[src/rtl/spi_rm_pkg.sv]
package spi_rm_pkg;

    localparam int REG_W  = 32;
    localparam int LEN_W  = 5;
    localparam int CNT_W  = LEN_W + 1;
    localparam int GAP_W  = 5;

    localparam int OFS_CTRL = 'h00;
    localparam int OFS_DIV  = 'h04;
    localparam int OFS_SEL  = 'h08;
    localparam int OFS_DATA = 'h10;

    // bit positions of the control word that software and engine agree on
    localparam int B_GO     = 0;
    localparam int B_FLAG   = 16;

    typedef struct packed {
        logic             cpol;
        logic             ie;
        logic [3:0]       sleep;
        logic             lsb;
        logic [1:0]       words;
        logic [LEN_W-1:0] len;
        logic             launch_fall;
        logic             cap_fall;
    } xfer_cfg_t;

    typedef enum logic [1:0] {
        ENG_IDLE,
        ENG_SHIFT,
        ENG_GAP
    } eng_state_t;

    // field value 0 encodes the full register width
    function automatic logic [CNT_W-1:0] bits_in_word(input logic [LEN_W-1:0] f);
        return (f == '0) ? CNT_W'(REG_W) : {1'b0, f};
    endfunction

    // register bit that carries the idx-th serial bit of a word
    function automatic logic [LEN_W-1:0] bit_slot(input logic [CNT_W-1:0] idx,
                                                  input logic [CNT_W-1:0] nbits,
                                                  input logic             lsb);
        logic [CNT_W-1:0] p;
        p = lsb ? idx : (nbits - CNT_W'(1) - idx);
        return p[LEN_W-1:0];
    endfunction

endpackage

[src/rtl/spi_rm_regs.sv]
module spi_rm_regs
    import spi_rm_pkg::*;
#(
    parameter int ADDR_W = 5,
    parameter int DIV_W  = 16
) (
    input  logic                  clk,
    input  logic                  rst,
    input  logic                  we,
    input  logic [ADDR_W-1:0]     addr,
    input  logic [REG_W-1:0]      wdata,
    output logic [REG_W-1:0]      rdata,
    input  logic                  busy,
    input  logic                  done,
    input  logic                  rx_load,
    input  logic [REG_W-1:0]      rx_word,
    output xfer_cfg_t             cfg,
    output logic [DIV_W-1:0]      div,
    output logic [REG_W-1:0]      txword,
    output logic                  sel_en,
    output logic                  sel_lvl,
    output logic                  start,
    output logic                  flag,
    output logic                  irq
);

    logic [REG_W-1:0] rxbuf;
    logic             hit_ctrl, hit_div, hit_sel, hit_data;

    assign hit_ctrl = (addr == ADDR_W'(OFS_CTRL));
    assign hit_div  = (addr == ADDR_W'(OFS_DIV));
    assign hit_sel  = (addr == ADDR_W'(OFS_SEL));
    assign hit_data = (addr == ADDR_W'(OFS_DATA));

    assign start = we && hit_ctrl && wdata[B_GO] && !busy;
    assign irq   = flag && cfg.ie;

    always_ff @(posedge clk) begin
        if (rst) begin
            cfg     <= '0;
            div     <= '0;
            txword  <= '0;
            rxbuf   <= '0;
            sel_en  <= 1'b0;
            sel_lvl <= 1'b0;
            flag    <= 1'b0;
        end else begin
            if (done) begin
                flag <= 1'b1;
            end else if (we && hit_ctrl && wdata[B_FLAG]) begin
                flag <= 1'b0;
            end
            if (rx_load) begin
                rxbuf <= rx_word;
            end
            if (we && hit_sel) begin
                sel_en  <= wdata[0];
                sel_lvl <= wdata[2];
            end
            if (we && !busy) begin
                if (hit_ctrl) begin
                    cfg.cap_fall    <= wdata[1];
                    cfg.launch_fall <= wdata[2];
                    cfg.len         <= wdata[7:3];
                    cfg.words       <= wdata[9:8];
                    cfg.lsb         <= wdata[10];
                    cfg.sleep       <= wdata[15:12];
                    cfg.ie          <= wdata[17];
                    cfg.cpol        <= wdata[31];
                end
                if (hit_div) begin
                    div <= wdata[DIV_W-1:0];
                end
                if (hit_data) begin
                    txword <= wdata;
                end
            end
        end
    end

    always_comb begin
        rdata = '0;
        if (hit_ctrl) begin
            rdata[0]     = busy;
            rdata[1]     = cfg.cap_fall;
            rdata[2]     = cfg.launch_fall;
            rdata[7:3]   = cfg.len;
            rdata[9:8]   = cfg.words;
            rdata[10]    = cfg.lsb;
            rdata[15:12] = cfg.sleep;
            rdata[16]    = flag;
            rdata[17]    = cfg.ie;
            rdata[31]    = cfg.cpol;
        end else if (hit_div) begin
            rdata = REG_W'(div);
        end else if (hit_sel) begin
            rdata[0] = sel_en;
            rdata[2] = sel_lvl;
        end else if (hit_data) begin
            rdata = rxbuf;
        end
    end

endmodule

[src/rtl/spi_rm_clkdiv.sv]
module spi_rm_clkdiv #(
    parameter int DIV_W = 16
) (
    input  logic             clk,
    input  logic             rst,
    input  logic             run,
    input  logic [DIV_W-1:0] div,
    output logic             tick
);

    logic [DIV_W-1:0] hcnt;

    assign tick = run && (hcnt == div);

    always_ff @(posedge clk) begin
        if (rst || !run) begin
            hcnt <= '0;
        end else if (tick) begin
            hcnt <= '0;
        end else begin
            hcnt <= hcnt + DIV_W'(1);
        end
    end

endmodule

[src/rtl/spi_rm_engine.sv]
module spi_rm_engine
    import spi_rm_pkg::*;
(
    input  logic             clk,
    input  logic             rst,
    input  logic             start,
    input  logic             tick,
    input  xfer_cfg_t        cfg,
    input  logic [REG_W-1:0] txword,
    input  logic             miso,
    output logic             busy,
    output logic             sclk,
    output logic             mosi,
    output logic             done,
    output logic             rx_load,
    output logic [REG_W-1:0] rx_word
);

    eng_state_t       state;
    logic             half;
    logic [CNT_W-1:0] pcnt, ccnt, ccnt_n, midx, nbits;
    logic [1:0]       wcnt;
    logic [GAP_W-1:0] gcnt;
    logic [REG_W-1:0] rx_acc, rx_n;
    logic             shifting, first_half, cap_e1, launch_e1;
    logic             cap_now, launch_now, word_end, last_word, gap_end;

    always_comb begin
        nbits      = bits_in_word(cfg.len);
        shifting   = (state == ENG_SHIFT);
        first_half = !half;
        cap_e1     = (cfg.cap_fall == cfg.cpol);
        launch_e1  = (cfg.launch_fall == cfg.cpol);
        cap_now    = shifting && tick && (first_half == cap_e1);
        launch_now = shifting && tick && (first_half == launch_e1);
        ccnt_n     = ccnt + CNT_W'(cap_now);
        rx_n       = rx_acc;
        if (cap_now) begin
            rx_n[bit_slot(ccnt, nbits, cfg.lsb)] = miso;
        end
        word_end   = shifting && tick && !first_half && (pcnt == nbits - CNT_W'(1));
        last_word  = (wcnt == cfg.words);
        gap_end    = (state == ENG_GAP) && tick && (gcnt == {cfg.sleep, 1'b1});
    end

    assign busy    = (state != ENG_IDLE);
    assign sclk    = shifting ? (cfg.cpol ^ half) : cfg.cpol;
    assign mosi    = txword[bit_slot(midx, nbits, cfg.lsb)];
    assign done    = word_end && last_word;
    assign rx_load = word_end;
    assign rx_word = rx_n;

    always_ff @(posedge clk) begin
        if (rst) begin
            state  <= ENG_IDLE;
            half   <= 1'b0;
            pcnt   <= '0;
            ccnt   <= '0;
            midx   <= '0;
            wcnt   <= '0;
            gcnt   <= '0;
            rx_acc <= '0;
        end else begin
            unique case (state)
                ENG_IDLE: begin
                    if (start) begin
                        state  <= ENG_SHIFT;
                        half   <= 1'b0;
                        pcnt   <= '0;
                        ccnt   <= '0;
                        midx   <= '0;
                        wcnt   <= '0;
                        rx_acc <= '0;
                    end
                end
                ENG_SHIFT: begin
                    if (tick) begin
                        half   <= ~half;
                        ccnt   <= ccnt_n;
                        rx_acc <= rx_n;
                        if (launch_now && (ccnt_n < nbits)) begin
                            midx <= ccnt_n;
                        end
                        if (!first_half) begin
                            pcnt <= pcnt + CNT_W'(1);
                        end
                        if (word_end) begin
                            state <= last_word ? ENG_IDLE : ENG_GAP;
                            gcnt  <= '0;
                        end
                    end
                end
                ENG_GAP: begin
                    if (gap_end) begin
                        state  <= ENG_SHIFT;
                        half   <= 1'b0;
                        pcnt   <= '0;
                        ccnt   <= '0;
                        midx   <= '0;
                        rx_acc <= '0;
                        wcnt   <= wcnt + 2'd1;
                    end else if (tick) begin
                        gcnt <= gcnt + GAP_W'(1);
                    end
                end
                default: state <= ENG_IDLE;
            endcase
        end
    end

endmodule

[src/rtl/spi_regmaster.sv]
module spi_regmaster
    import spi_rm_pkg::*;
#(
    parameter int ADDR_W = 5,
    parameter int DIV_W  = 16
) (
    input  logic              clk,
    input  logic              rst,
    input  logic              reg_we,
    input  logic [ADDR_W-1:0] reg_addr,
    input  logic [31:0]       reg_wdata,
    output logic [31:0]       reg_rdata,
    output logic              spi_sclk,
    output logic              spi_mosi,
    input  logic              spi_miso,
    output logic              spi_cs,
    output logic              irq
);

    xfer_cfg_t        cfg_w;
    logic [DIV_W-1:0] div_w;
    logic [REG_W-1:0] tx_w, rx_w;
    logic             busy_w, done_w, rxld_w, start_w, tick_w;
    logic             sel_en_w, sel_lvl_w, flag_w;

    spi_rm_regs #(.ADDR_W(ADDR_W), .DIV_W(DIV_W)) regs_i (
        .clk     (clk),
        .rst     (rst),
        .we      (reg_we),
        .addr    (reg_addr),
        .wdata   (reg_wdata),
        .rdata   (reg_rdata),
        .busy    (busy_w),
        .done    (done_w),
        .rx_load (rxld_w),
        .rx_word (rx_w),
        .cfg     (cfg_w),
        .div     (div_w),
        .txword  (tx_w),
        .sel_en  (sel_en_w),
        .sel_lvl (sel_lvl_w),
        .start   (start_w),
        .flag    (flag_w),
        .irq     (irq)
    );

    spi_rm_clkdiv #(.DIV_W(DIV_W)) clkdiv_i (
        .clk  (clk),
        .rst  (rst),
        .run  (busy_w),
        .div  (div_w),
        .tick (tick_w)
    );

    spi_rm_engine engine_i (
        .clk     (clk),
        .rst     (rst),
        .start   (start_w),
        .tick    (tick_w),
        .cfg     (cfg_w),
        .txword  (tx_w),
        .miso    (spi_miso),
        .busy    (busy_w),
        .sclk    (spi_sclk),
        .mosi    (spi_mosi),
        .done    (done_w),
        .rx_load (rxld_w),
        .rx_word (rx_w)
    );

    assign spi_cs = sel_en_w ? sel_lvl_w : ~sel_lvl_w;

endmodule

[config.mk]
export PLATFORM = sky130hd
export DESIGN_NAME = spi_regmaster
export DESIGN_NICKNAME = d
export VERILOG_FILES = /design/src/rtl/spi_rm_pkg.sv /design/src/rtl/spi_rm_regs.sv /design/src/rtl/spi_rm_clkdiv.sv /design/src/rtl/spi_rm_engine.sv /design/src/rtl/spi_regmaster.sv
export SDC_FILE = /design/constraint.sdc
export NUM_CORES = 1
export LEC_CHECK = 0
export ABC_AREA = 1
export BUFFER_PORTS_ARGS = -buffer_cell sky130_fd_sc_hd__buf_4
export CAP_MARGIN = 20
export CORE_ASPECT_RATIO = 1.4
export CORE_MARGIN = 2
export CORE_UTILIZATION = 60
export CTS_CLUSTER_SIZE = 40
export DETAILED_ROUTE_END_ITERATION = 16
export HOLD_SLACK_MARGIN = 0.06
export PLACE_DENSITY = 0.8
export SYNTH_ARGS = -nofsm -noshare
export SYNTH_HDL_FRONTEND = slang
export SYNTH_SLANG_ARGS = --single-unit
[constraint.sdc]
create_clock -name clk -period 4.1 [get_ports clk]
set_input_delay 0.82 -clock clk [delete_from_list [all_inputs] [get_ports clk]]
set_output_delay 0.82 -clock clk [all_outputs]
set_load 0.005 [all_outputs]
==> out/qor.yml <==
status: "finished, final reports clean"
final_max_slew_viol_count: 0
start_util: 0.6141
hp-class: "reg2reg"
synth.area.mux_share: 0
synth-simple-area-share: 0.2898
diodes: 0
grt_pass1_vias: 8731
chipWidth_um: 108.9
wl_per_cell_um: 16.78
vdd_drop_max_mv: 0.2782
fillers: 1309
post_synth_num_cell_types: 44
drt_iter0_drc: 651
drive_gt1_frac: 0.1140
rows: 53
grt_start_max_net_pins: 68
drtPass1Iterations: 6
wl_um: 26780
met3_usage: 0.06540
avgSynthCellArea_um2: 6.883
dp.cells: 1564
totalPowerFinal_mw: 3.968
grt_antenna_before_repair: 0
ff_latch_area_um2: 3485
seq_area_frac_synth: 0.3768
placed_area_um2: 9923
finalCritPeriodShare: 0.9537
final_core_util: 0.7019
cts_resized: 0
hold_viol_final: 0
postSynthCellCount: 1343
use_met1: 0.3715
setup_viol: 0
ant_nets: 0
dr_total_vias: 9336
required_ns: 3.28
drc: 0
io_pins: 77
yosysTopAreaCellShare: 0.3768
routed_via_density: 5.850
port_buffers: 76
powerDensity_nw_per_um2: 375.6
clock-sinks: 174
clock_latency_ns: 0.44
period_minus_slack_ns: 3.910
cts_made_buffers: 17
instances_no_fill: 1596
tns_ns: 0
drv_cap: 0
static-leakage-power_nw: 4.249
dp_hpwl_um: 19230
slew_headroom: 0.3527
arrival_ns: 3.09
fin_nets: 1453
netlist_area_um2: 9244
synth_xor_area_frac: 0.02951
multi_input_area_um2: 5062
groute.usage.overall: 0.3307
yosysWarnings: 0
synth_fa_ha_area_frac: 0.03005
cts_root_buf: "clkbuf_16"
area_growth_pct: 14.31
synthArstFlopShare: 0
tritoncts: "done"
critPathKind: "reg2out"
fp.dieH_um: 150.9
overflow: 0
fin_skew_ns: 0.007739
path_clk_slew_ns: 0.07
ctsHoldBuffers: 0
gp_congestion: 0.9895
synth-main-ff-cell: "dfxtp_1"
use_met2: 0.5693
rsz0062_at_grt: "no"
synth_top_family_by_area: "simple AND/OR/NAND/NOR gates"
yosys.area.top_type: "dfxtp_1"
syn-num-nets: 1405
synth_compound_area_frac: 0.1967
post_cts_buffers: 0
die-area_um2: 16430
fmax_mhz: 255.8
startpoint_type: "register"
fin_area_um2: 10570
path_max_fanout: 6
synth_edf_count: 0
clk_path_buf_depth: 2
grt.busiest_layer: "met2"
grt_pass1_wl_um: 42470
coreArea_um2: 15050
tightest_slew_ns: 0.9698
endpoint_kind: "output pin"
cts.htree.levels: 4
yosys-top-cells-area: "dfxtp_1 (38%), nand2_1 (9.7%), nor2_1 (8.0%)"
ys_ff_latch: 174
-- per-stage QoR --
step / setup slack [ns] / hold WS (ns)
floorplan: 0.8714 / 0.4394
global placement: 0.5840 / 0.4484
detailed placement: 0.5125 / 0.4527
CTS: 0.04135 / 0.4635
global route: 0.003557 / 0.4779
finish: 0.1900 / 0.4612
-- registers in the layout (all words and copies together) (netlist names), 6 cells and up --
signal           flops
regs_i.rxbuf        32
engine_i.pcnt        6
engine_i.rx_acc     32
regs_i.txword       32
engine_i.ccnt        6
clkdiv_i.hcnt       16
regs_i.cfg          16
regs_i.div          16
-- worst max-delay path, cell delays in order, from the launching register on --
cell,delay [ns]
dfxtp_2,0.45
inv_1,0.11
ha_1,0.25
nand2_1,0.07
nand2_1,0.14
ha_1,0.37
nand2_1,0.09
nor2_1,0.04
a211oi_1,0.26
o21ai_0,0.12
a21oi_1,0.17
xor2_1,0.24
nand3b_1,0.15
nand2_1,0.06
buf_4,0.13
-- cell usage after synthesis, types with 2 or more instances --
cell type,number
nand2_1,239
nor2_1,198
dfxtp_1,174
a21oi_1,124
o21ai_0,123
inv_1,117
nand3_1,106
clkbuf_1,45
o21bai_1,33
nand4_1,22
ha_1,19
xor2_1,18
nor3_1,14
o211ai_1,14
inv_2,11
xnor2_1,10
buf_2,9
o32ai_1,8
nor2_2,5
o21ai_1,5
or2_2,5
a211oi_1,4
buf_1,4
nand3b_1,4
nand4_4,4
a22o_1,3
nor2_4,3
o21ai_2,3
a221o_1,2
fa_1,2
nor3b_1,2
-- logic make-up after synthesis --
kind of cell / count (synthesis)
buffers and inverters: 187
adder cells (fa/ha/maj): 21
AND/OR/NAND/NOR: 609
AO/OA/AOI/OAI: 323
XOR/XNOR: 29
flip-flops: 174
-- final timing paths --
check / endpoint / slack [ns] / depth (start not counted) / startpoint
worst max-delay path: spi_mosi / 0.19 / 14 / regs_i.cfg[2]$_SDFFE_PP0P_
worst min-delay path: engine_i.rx_acc[30]$_SDFFE_PP0P_ / 0.46 / 2 / engine_i.rx_acc[30]$_SDFFE_PP0P_
worst max register to register: engine_i.midx[0]$_SDFFE_PP0P_ / 0.71 / 18 / clkdiv_i.hcnt[1]$_SDFF_PP0_
worst min register to register: engine_i.rx_acc[30]$_SDFFE_PP0P_ / 0.46 / 2 / engine_i.rx_acc[30]$_SDFFE_PP0P_
-- layout make-up --
| class | count | share of cell area |
|---|---|---|
| inverter | 129 | 0.04583 |
| tap | 192 | 0.02274 |
| multi-input combinational | 982 | 0.4791 |
| clock inverter | 14 | 0.01918 |
| clock buffer | 18 | 0.04156 |
| sequential | 174 | 0.3298 |
| timing repair buffer | 87 | 0.06181 |
-- report_power, final --
group          internal, mW  switching [mW]  total (mW)  leakage [nW]
sequential             1.71          0.0217        1.73          1.40
combinational         0.128           0.328       0.457          2.53
clock                  1.05           0.730        1.78         0.318
total                  2.89            1.08        3.97          4.25
-- cells in the final DEF, fill, tap and decap left out, drive strengths merged, types with 19 or more instances in the layout --
| master | n |
|---|---|
| a21oi | 124 |
| buf | 87 |
| dfxtp | 174 |
| ha | 19 |
| inv | 134 |
| nand2 | 241 |
| nand3 | 107 |
| nand4 | 26 |
| nor2 | 207 |
| o21ai | 131 |
| o21bai | 33 |
-- per-layer routing --
layer | wire length (um) | share of wire
met1 | 10340 | 0.39
met2 | 13020 | 0.49
met3 | 1717 | 0.064
met4 | 1705 | 0.064
met5 | 0 | 0
Note: power is estimated with default switching activity, not from simulation.
